$ cat src/rtl/fsqrt_pkg.sv
package fsqrt_pkg;
  localparam int FP_W   = 32;
  localparam int EXP_W  = 8;
  localparam int FRAC_W = 23;
  localparam int SIG_W  = FRAC_W + 1;        // significand with hidden bit
  localparam int RB     = SIG_W + 1;         // root bits incl. round bit
  localparam int XW     = 2 * RB;            // radicand width
  localparam int REM_W  = RB + 3;            // partial remainder width
  localparam int ITERS  = RB;                // recurrence steps
  localparam int BIAS   = 127;
  localparam logic [FP_W-1:0] QNAN_DEF = 32'hFFC00000;

  localparam logic [1:0] ENC_LEG  = 2'b00;
  localparam logic [1:0] ENC_V128 = 2'b01;

  typedef enum logic [1:0] {ST_IDLE, ST_RUN, ST_FLT} ctrl_st_t;
endpackage

$ cat src/rtl/fsqrt_lane.sv
module fsqrt_lane
  import fsqrt_pkg::*;
(
  input  logic             clk,
  input  logic             rst,
  input  logic             load,
  input  logic             step,
  input  logic [FP_W-1:0]  opnd,
  output logic [FP_W-1:0]  res,
  output logic             f_inv,
  output logic             f_den,
  output logic             f_inex
);
  localparam int LW = $clog2(FRAC_W);

  logic              sgn;
  logic [EXP_W-1:0]  bexp;
  logic [FRAC_W-1:0] frac;
  assign {sgn, bexp, frac} = opnd;

  logic is_zero, is_sub, is_max;
  assign is_zero = (bexp == '0) && (frac == '0);
  assign is_sub  = (bexp == '0) && (frac != '0);
  assign is_max  = (bexp == '1);

  // position of the leading one in a denormal fraction
  logic [LW-1:0] lead;
  always_comb begin
    lead = '0;
    for (int i = 0; i < FRAC_W; i++)
      if (frac[i]) lead = LW'(i);
  end

  logic signed [EXP_W+1:0] ue;
  logic [SIG_W-1:0]        sig;
  logic [XW-1:0]           xin;
  logic [EXP_W-1:0]        rexp;
  always_comb begin
    if (is_sub) begin
      ue  = $signed({{(EXP_W+2-LW){1'b0}}, lead}) - (EXP_W+2)'(BIAS + FRAC_W - 1);
      sig = {1'b0, frac} << (FRAC_W - int'(lead));
    end else begin
      ue  = $signed({2'b00, bexp}) - (EXP_W+2)'(BIAS);
      sig = {1'b1, frac};
    end
    xin  = ue[0] ? {sig, {(XW-SIG_W){1'b0}}} : {1'b0, sig, {(XW-SIG_W-1){1'b0}}};
    rexp = EXP_W'((ue >>> 1) + (EXP_W+2)'(BIAS));
  end

  logic              spec_n, inv_n;
  logic [FP_W-1:0]   sval_n;
  always_comb begin
    spec_n = 1'b1;
    inv_n  = 1'b0;
    sval_n = opnd;
    if (is_max && frac != '0) begin
      sval_n     = opnd;
      sval_n[FRAC_W-1] = 1'b1;
      inv_n      = ~frac[FRAC_W-1];
    end else if (is_zero) begin
      sval_n = opnd;
    end else if (sgn) begin
      sval_n = QNAN_DEF;
      inv_n  = 1'b1;
    end else if (is_max) begin
      sval_n = opnd;
    end else begin
      spec_n = 1'b0;
    end
  end

  logic              spec_q, inv_q, den_q;
  logic [FP_W-1:0]   sval_q;
  logic [XW-1:0]     x_q;
  logic [REM_W-1:0]  rem_q;
  logic [RB-1:0]     root_q;
  logic [EXP_W-1:0]  ex_q;

  logic [REM_W-1:0]  rem_sh, trial;
  logic              ge;
  always_comb begin
    rem_sh = {rem_q[REM_W-3:0], x_q[XW-1 -: 2]};
    trial  = {{(REM_W-RB-2){1'b0}}, root_q, 2'b01};
    ge     = (rem_sh >= trial);
  end

  always_ff @(posedge clk) begin
    if (rst) begin
      spec_q <= 1'b0; inv_q <= 1'b0; den_q <= 1'b0;
      sval_q <= '0; x_q <= '0; rem_q <= '0; root_q <= '0; ex_q <= '0;
    end else if (load) begin
      spec_q <= spec_n;
      inv_q  <= inv_n;
      den_q  <= is_sub;
      sval_q <= sval_n;
      x_q    <= xin;
      ex_q   <= rexp;
      rem_q  <= '0;
      root_q <= '0;
    end else if (step) begin
      x_q    <= x_q << 2;
      rem_q  <= ge ? rem_sh - trial : rem_sh;
      root_q <= {root_q[RB-2:0], ge};
    end
  end

  logic             sticky, up, carry;
  logic [SIG_W:0]   mr;
  always_comb begin
    sticky = |rem_q;
    up     = root_q[0] & (sticky | root_q[1]);
    mr     = {1'b0, root_q[RB-1:1]} + {{SIG_W{1'b0}}, up};
    carry  = mr[SIG_W];
    res    = spec_q ? sval_q
                    : {1'b0, ex_q + {{(EXP_W-1){1'b0}}, carry},
                       carry ? {FRAC_W{1'b0}} : mr[FRAC_W-1:0]};
    f_inv  = inv_q;
    f_den  = den_q;
    f_inex = ~spec_q & (sticky | root_q[0]);
  end
endmodule

$ cat src/rtl/fsqrt_ctrl.sv
module fsqrt_ctrl
  import fsqrt_pkg::*;
#(
  parameter int STEPS = ITERS
) (
  input  logic clk,
  input  logic rst,
  input  logic start,
  input  logic fault_req,
  output logic busy,
  output logic accept,
  output logic load,
  output logic step,
  output logic fin_ok,
  output logic fin_flt
);
  localparam int CW = $clog2(STEPS + 1);

  ctrl_st_t        st;
  logic [CW-1:0]   cnt;

  assign busy    = (st != ST_IDLE);
  assign accept  = start && (st == ST_IDLE);
  assign load    = accept && !fault_req;
  assign step    = (st == ST_RUN) && (cnt != CW'(STEPS));
  assign fin_ok  = (st == ST_RUN) && (cnt == CW'(STEPS));
  assign fin_flt = (st == ST_FLT);

  always_ff @(posedge clk) begin
    if (rst) begin
      st  <= ST_IDLE;
      cnt <= '0;
    end else begin
      case (st)
        ST_IDLE: if (accept) begin
          st  <= fault_req ? ST_FLT : ST_RUN;
          cnt <= '0;
        end
        ST_RUN: begin
          if (fin_ok) st <= ST_IDLE;
          else        cnt <= cnt + 1'b1;
        end
        default: st <= ST_IDLE;
      endcase
    end
  end
endmodule

$ cat src/rtl/vsqrt_unit.sv
module vsqrt_unit
  import fsqrt_pkg::*;
#(
  parameter int LANES = 8
) (
  input  logic                  clk,
  input  logic                  rst,
  input  logic                  start,
  input  logic [LANES*32-1:0]   src,
  input  logic [LANES*32-1:0]   dst_old,
  input  logic [1:0]            mode,
  input  logic [3:0]            vvvv,
  output logic                  busy,
  output logic                  done,
  output logic [LANES*32-1:0]   result,
  output logic                  flg_invalid,
  output logic                  flg_inexact,
  output logic                  flg_denorm,
  output logic                  ud_fault
);
  localparam int DW   = LANES * FP_W;
  localparam int HALF = LANES / 2;

  logic fault_req, accept, load, step, fin_ok, fin_flt;
  assign fault_req = (mode != ENC_LEG) && (vvvv != 4'hF);

  fsqrt_ctrl #(.STEPS(ITERS)) u_ctrl (
    .clk(clk), .rst(rst), .start(start), .fault_req(fault_req),
    .busy(busy), .accept(accept), .load(load), .step(step),
    .fin_ok(fin_ok), .fin_flt(fin_flt)
  );

  logic [1:0]    mode_q;
  logic [DW-1:0] old_q;
  always_ff @(posedge clk) begin
    if (rst) begin
      mode_q <= '0;
      old_q  <= '0;
    end else if (accept) begin
      mode_q <= mode;
      old_q  <= dst_old;
    end
  end

  logic [FP_W-1:0] lane_res [LANES];
  logic [LANES-1:0] l_inv, l_den, l_inex, active;

  for (genvar g = 0; g < LANES; g++) begin : g_lane
    fsqrt_lane u_lane (
      .clk(clk), .rst(rst), .load(load), .step(step),
      .opnd(src[g*FP_W +: FP_W]),
      .res(lane_res[g]), .f_inv(l_inv[g]), .f_den(l_den[g]), .f_inex(l_inex[g])
    );
    assign active[g] = (g < HALF) || mode_q[1];
  end

  logic [DW-1:0] merged;
  always_comb begin
    for (int i = 0; i < LANES; i++) begin
      if (active[i])              merged[i*FP_W +: FP_W] = lane_res[i];
      else if (mode_q == ENC_LEG) merged[i*FP_W +: FP_W] = old_q[i*FP_W +: FP_W];
      else                        merged[i*FP_W +: FP_W] = '0;
    end
  end

  always_ff @(posedge clk) begin
    if (rst) begin
      done <= 1'b0; result <= '0; ud_fault <= 1'b0;
      flg_invalid <= 1'b0; flg_inexact <= 1'b0; flg_denorm <= 1'b0;
    end else begin
      done <= fin_ok | fin_flt;
      if (fin_ok) begin
        result      <= merged;
        ud_fault    <= 1'b0;
        flg_invalid <= |(l_inv  & active);
        flg_inexact <= |(l_inex & active);
        flg_denorm  <= |(l_den  & active);
      end else if (fin_flt) begin
        result      <= old_q;
        ud_fault    <= 1'b1;
        flg_invalid <= 1'b0;
        flg_inexact <= 1'b0;
        flg_denorm  <= 1'b0;
      end
    end
  end
endmodule

$ cat config.mk
export PLATFORM = sky130hd
export DESIGN_NAME = vsqrt_unit
export DESIGN_NICKNAME = d
export VERILOG_FILES = /design/src/rtl/fsqrt_pkg.sv /design/src/rtl/fsqrt_lane.sv /design/src/rtl/fsqrt_ctrl.sv /design/src/rtl/vsqrt_unit.sv
export SDC_FILE = /design/constraint.sdc
export NUM_CORES = 2
export LEC_CHECK = 0
export BUFFER_PORTS_ARGS = -buffer_cell sky130_fd_sc_hd__buf_2
export CORE_MARGIN = 4
export CORE_UTILIZATION = 35
export CTS_CLUSTER_SIZE = 16
export DETAILED_ROUTE_END_ITERATION = 6
export PLACE_DENSITY = 0.49
export SYNTH_ARGS = -nofsm -noshare
export SYNTH_HDL_FRONTEND = slang
export SYNTH_SLANG_ARGS = --single-unit
$ cat constraint.sdc
create_clock -name clk -period 3.9 [get_ports clk]
set_input_delay 0.195 -clock clk [delete_from_list [all_inputs] [get_ports clk]]
set_output_delay 0.195 -clock clk [all_outputs]
set_load 0.02 [all_outputs]
* After elaboration in Yosys (flattened, before gate mapping)
Index checks and enable logic that the tools add are counted.
** Word-level totals
- Bits of input ports :: 521
- Flip-flop bits (word level) :: 1694
- Logic and storage cells :: 632
- Output and inout port bits :: 262
** Operators by class
- Muxes and demuxes :: 341
- $lt $le $gt $ge :: 8
- Reductions and logical operators :: 76
- Equality and inequality tests :: 16
- Shift-type cells :: 8
- Bitwise logic cells :: 52
- $add $sub $neg :: 57
** Operators with widths (number)
- $mux 32 :: 40
- $mux 50 :: 24
- $mux 5 :: 170
- $mux 256 :: 2
- $shl 23x32->24 :: 8
- $ge 28x27->1 :: 8
- $mux 28 :: 8
- $reduce_or 28->1 :: 8
- $sub 28x27->28 :: 8
- $add 24x1->25 :: 8
- $mux 24 :: 8
- $logic_not 23->1 :: 8
- $mux 23 :: 8
- $reduce_bool 23->1 :: 8
- $mux 9 :: 8
- $sub 5x8->9 const B :: 8
- $sub 8x7->9 const B :: 8
- $mux 1 :: 68
- $add 8x1->8 :: 8
- $add 8x8->8 const B :: 8
- $eq 8x8->1 const B :: 8
- $logic_not 8->1 :: 8
- $sub 5x5->6 const A :: 8
- $logic_and 1x1->1 :: 29
- other kinds (22) :: 81

* Depth between registers and ports, before layout
- Depth in word-level cells :: 27
- Depth in mapped cells :: 21
- Depth with buffers taken out :: 20

* Cells and area by module
A second synthesis with hierarchy kept.
** Unflattened totals
- Cells, all modules :: 12040
- Area, all modules :: 97358.4 um2
** Modules (own cells, without submodules)
- fsqrt_lane (g_lane[0].u_lane ...) :: instances 4, seq. area each 2422.3 um2, area an instance 9442.8 um2, cells each 1250
- vsqrt_unit :: instances 1, seq. area each 10390.0 um2, area an instance 21086.5 um2, cells each 1999
- fsqrt_lane (g_lane[7].u_lane) :: instances 1, seq. area each 2422.3 um2, area an instance 9680.5 um2, cells each 1266
- fsqrt_lane (g_lane[4].u_lane) :: instances 1, seq. area each 2422.3 um2, area an instance 9531.6 um2, cells each 1240
- fsqrt_lane (g_lane[5].u_lane) :: instances 1, seq. area each 2422.3 um2, area an instance 9501.6 um2, cells each 1257
- fsqrt_lane (g_lane[6].u_lane) :: instances 1, seq. area each 2422.3 um2, area an instance 9401.5 um2, cells each 1232
- fsqrt_ctrl :: instances 1, seq. area each 140.1 um2, area an instance 385.4 um2, cells each 46

* Worst setup path after synthesis
Ideal clock, no wire load.
- Kind :: in2reg
- Start :: input port src[113]
- End :: register g_lane[3].u_lane.x_q[37]
- Path buffers :: 4
- Arrival time :: 4.018 ns
- Path slack :: -0.234 ns
- Required time :: 3.784 ns
- Setup time :: 0.116 ns
- Stages on the path :: 17
- Cells stage by stage :: clkbuf_1 nor4_1 nand2_1 a21oi_1 clkbuf_1 clkbuf_1 ha_1 clkbuf_1 inv_1 o21ai_0 nor2_1 a221oi_1 nor3_1 a21o_1 a221oi_1 o22ai_1 a31o_2
** On the way
- Cells in the longest elaborated chain, start to end :: 11
- Elaborated cells between the ends (all ways) :: 15
- Those cells by class :: add/sub: 2; shift: 1; mux: 10; reduce/logical: 2
** Ends and longest elaborated chain
- from (decl) :: RTL line vsqrt_unit.sv:9 : input logic [LANES*32-1:0] src,
- $mux 5 (6 in a row) :: RTL line fsqrt_lane.sv:31 : if (frac[i]) lead = LW'(i);
- $sub 5x5->6 :: RTL line fsqrt_lane.sv:41 : sig = {1'b0, frac} << (FRAC_W - int'(lead));
- $shl 23x32->24 :: RTL line fsqrt_lane.sv:41
- $mux 24 :: RTL line fsqrt_lane.sv:39 : if (is_sub) begin
- $mux 50 (*) :: RTL line fsqrt_lane.sv:46 : xin = ue[0] ? {sig, {(XW-SIG_W){1'b0}}} : {1'b0, sig, {(XW-SIG_W-1){1'b0}}};
- $mux 50 (*) :: RTL line fsqrt_lane.sv:91 : end else if (load) begin
- to (signal assigned) :: RTL line fsqrt_lane.sv:96 : x_q <= xin;
- to (signal assigned) :: RTL line fsqrt_lane.sv:101 : x_q <= x_q << 2;
- to (decl) :: RTL line fsqrt_lane.sv:74 : logic [XW-1:0] x_q;
Mark *: on every way between the ends. The rest lies on a longest branch, timed or not.
A chain may end at the register's enable or synchronous reset.

* Worst setup path after layout
- Start :: register g_lane[3].u_lane.root_q[0]
- End :: register g_lane[3].u_lane.rem_q[6]
** On the way
- Cells in the longest elaborated chain, start to end :: 2
- Elaborated cells between the ends (all ways) :: 3
- Those cells by class :: add/sub: 1; order compare: 1; mux: 1
** Ends and longest elaborated chain
- from (decl) :: RTL line fsqrt_lane.sv:76 : logic [RB-1:0] root_q;
- from (signal assigned) :: RTL line fsqrt_lane.sv:103 : root_q <= {root_q[RB-2:0], ge};
- $sub 28x27->28 or $ge 28x27->1 (tied branches) :: RTL line fsqrt_lane.sv:102, fsqrt_lane.sv:84
- $mux 28 (*) :: RTL line fsqrt_lane.sv:102 : rem_q <= ge ? rem_sh - trial : rem_sh;
- to (signal assigned) :: RTL line fsqrt_lane.sv:102
- to (decl) :: RTL line fsqrt_lane.sv:75 : logic [REM_W-1:0] rem_q;
Marked as above.

==> qor.csv <==
metric,value,unit
max_freq,0.2685,GHz
vias,100987,
r2r_cells,15,
yosys.area.top_type,dfxtp_1,
hp-start,src[150],
post-route-util,43.47,%
min_to,g_lane[4].u_lane.sval_q[22]$_SDFFE_PP0P_,
worst_r2r_endpoint,g_lane[3].u_lane.rem_q[6]$_SDFFE_PP0P_,
setup_tns,0,ns
ys_seq_elements,1494,
avgSynthCellArea,7.491,um2
ctsHtreeMaxLevel,4,
fp.coreArea,265100,um2
gp_congestion,0.9440,
wl_per_cell,24.45,um
syn_inst,12449,
power,48120,uW
critPathLaunchType,flop,
p_per_area,417.6,nW/um2
setup_viol,0,
final_cell_area,115200,um2
route.detailed.drc,0,
dr.pass1.iters,6,
synth_edf_count,0,
fp.dieW,524.2,um
layout-drive-gt1-share,13.99,%
min_path_cells,6,
drv_slew,0,
max_slew_margin,20.04,%
wl,421.4,mm
hpwl,309.2,mm
path_clk_slew,0.06,ns
min_period,3.724,ns
postRouteAntennaNets,0,
clk-insertion-delay-late,0.86,ns
rows,189,
io_pins,783,
synthFlopType,dfxtp_1,
initial_utilization,35.18,%
die-area,274800,um2
reg2reg_from,g_lane[3].u_lane.root_q[0]$_SDFFE_PP0P_,
ys_top_cells_by_area,"dfxtp_1 (32%), nand2_1 (8.3%), a21oi_1 (5.8%), mux2i_1 (4.3%), o21ai_0 (4.2%)",
overflow,0,
worst_slew_pin_slew,1.199,ns
yosysWarnings,0,
cts_tree,yes,
avgViaCountPerCell,5.858,
crit_arrival,4.43,ns
clock_skew,0.05257,ns
end_kind,flop,
hold_class,in2reg,
syn-num-nets,13269,
async_reset_ff_share,0,%
area_delta_synth_final,23.56,%
grt_use_total,29.17,%
crit_required,4.60,ns
status,finished clean,
synth_top_area_share,32.07,%
path_class,reg2reg,
drtIter0Drc,8714,
fin_nets,14347,
portBuffers,782,
p_leak,0.04572,uW
cp_max_fo,9,
antenna_found_initial,52,
netlist_area,93250,um2
cts_buffer_depth,3,
root_buffer,clkbuf_16,
fin_crit_sh,95.49,%
vdd_drop_max,0.4417,mV
synth_cell_types,113,
hold_violations,0,
clock-sinks,1494,
maxCapViolations,0,
grt_pass1_wl,626.6,mm
die_h,524.2,um
r2r_slack,0.18,ns
cts_buffers,183,
grt_pass1_vias,97506,
ys_seq_area_share,32.07,%
dpl-instance-area,102700,um2
grt_max_degree,185,
worst max-delay path by stage:
stage / to / start / depth (start not counted)
2_1_floorplan: g_lane[3].u_lane.x_q[37]$_SDFFE_PP0P_ / src[113] / 17
3_3_place_gp: result[155]$_SDFFE_PP0P_ / g_lane[4].u_lane.rem_q[22]$_SDFFE_PP0P_ / 19
3_5_place_dp: result[253]$_SDFFE_PP0P_ / g_lane[7].u_lane.rem_q[23]$_SDFFE_PP0P_ / 21
4_1_cts: result[253]$_SDFFE_PP0P_ / g_lane[7].u_lane.rem_q[22]$_SDFFE_PP0P_ / 21
5_1_grt: result[94]$_SDFFE_PP0P_ / g_lane[2].u_lane.rem_q[0]$_SDFFE_PP0P_ / 18
6_report: g_lane[3].u_lane.rem_q[6]$_SDFFE_PP0P_ / g_lane[3].u_lane.root_q[0]$_SDFFE_PP0P_ / 15
timing repair:
item | CTS | global route
cloned | 0 | 2
hold buffers | 537 | 0
setup buffers | 0 | 4
pin swaps | 0 | 20
resized for setup | 4 | 86
setup endpoints to repair | 6 | 79
endpoints found under the hold margin | 663 | 0
stage by stage:
step | worst slack, ns | hold slack [ns] | instances
finish | 0.1759 | 0.1011 | 17238
global route | -0.01186 | 0.09590 | 17228
CTS | 0.004585 | 0.03786 | 17205
detailed placement | -0.05925 | 0.4413 | 16332
global placement | -0.09848 | 0.4339 | 16332
floorplan | 0.03270 | 0.3207 | 12449
cells in the final DEF (no fill, tap or decap), types with 79 or more instances in the layout:
| cell | Yosys | routed |
|---|---|---|
| o211ai_1 | 118 | 118 |
| a22o_1 | 195 | 195 |
| nor2_1 | 969 | 961 |
| nand3_1 | 325 | 322 |
| nor4_1 | 145 | 112 |
| a221oi_1 | 93 | 93 |
| nor3_1 | 425 | 410 |
| clkbuf_16 | 0 | 188 |
| nand4_1 | 79 | 79 |
| ha_1 | 299 | 294 |
| inv_1 | 383 | 383 |
| a31oi_1 | 96 | 95 |
| xor2_1 | 127 | 127 |
| o22ai_1 | 119 | 119 |
| a21oi_1 | 1074 | 1073 |
| and3_1 | 118 | 113 |
| buf_2 | 71 | 781 |
| a211oi_1 | 350 | 350 |
| nand2_1 | 2066 | 2056 |
| dfxtp_1 | 1494 | 1482 |
| buf_4 | 9 | 506 |
| o21ai_0 | 778 | 774 |
| mux2i_1 | 399 | 399 |
| dlygate4sd3_1 | 0 | 537 |
| a311oi_1 | 153 | 153 |
| xnor2_1 | 349 | 349 |
| a21o_1 | 127 | 127 |
flip-flops by register name (all words and copies together) (netlist names), 64 cells and up:
register / count
g_lane.u_lane.rem_q: 224
g_lane.u_lane.sval_q: 256
old_q: 256
result: 256
g_lane.u_lane.x_q: 200
g_lane.u_lane.ex_q: 64
g_lane.u_lane.root_q: 200
Yosys cell counts, types with 96 or more instances:
cell         n
and3_1     118
a211oi_1   350
xor2_1     127
xnor2_1    349
dfxtp_1   1494
o22ai_1    119
a311oi_1   153
nand2_1   2066
nor3_1     425
a31oi_1     96
a21oi_1   1074
o211ai_1   118
nand3_1    325
inv_1      383
mux2i_1    399
nor4_1     145
a21o_1     127
ha_1       299
nor2_1     969
o21ai_0    778
a22o_1     195
clkbuf_1   832
metal layers:
layer | track usage [%] | wire length (um) | vias up | part of all wire (%)
li1 | - | - | 47262 | -
met1 | 39.03 | 184300 | 49194 | 44
met2 | 48.28 | 195800 | 3770 | 46
met3 | 3.698 | 24830 | 751 | 5.9
met4 | 10.18 | 16470 | 10 | 3.9
met5 | 0 | 60 | - | 0.014
critical path, cell delays in order, from the launching register on:
cell,delay (ns)
dfxtp_1,0.39
inv_1,0.10
ha_1,0.35
nor2b_1,0.17
o31ai_2,0.24
a21o_1,0.21
a2111oi_0,0.12
buf_4,0.18
o311ai_2,0.37
a21boi_0,0.16
o2111a_1,0.29
a2111oi_4,0.26
buf_4,0.24
buf_6,0.18
mux2i_1,0.23
a21oi_1,0.10
cells by family (layout without fill, tap and decap cells):
group | Yosys count | after routing | synth area share, %
mux | 458 | 458 | 5.071
simple gates | 4448 | 4448 | 20.92
fa+ha+maj | 299 | 299 | 4.012
other cells | 0 | 27 | 0
compound gates | 3896 | 3896 | 27.74
xor+xnor | 476 | 476 | 4.471
flops | 1494 | 1494 | 32.07
buf+inv | 1378 | 2607 | 5.723
report_power, final:
part / total, uW / leakage, uW / internal (uW) / switching (uW)
Sequential: 16600 / 0.0122 / 16000 / 584
Clock: 18500 / 0.00316 / 11100 / 7390
Combinational: 13100 / 0.0304 / 5330 / 7740
Total: 48100 / 0.0457 / 32400 / 15700
area by class of cell:
type                            instances  area, um2
Sequential cell                      1494      29920
Tap cell                             3533       4420
Clock buffer                          260       5323
Multi-Input combinational cell       9577      58720
Antenna cell                           27      67.56
Clock inverter                         76       1176
Fill cell                           26749     149900
Timing Repair Buffer                 1875      14100
Inverter                              396       1498
Power figures use the tool's default switching activity.
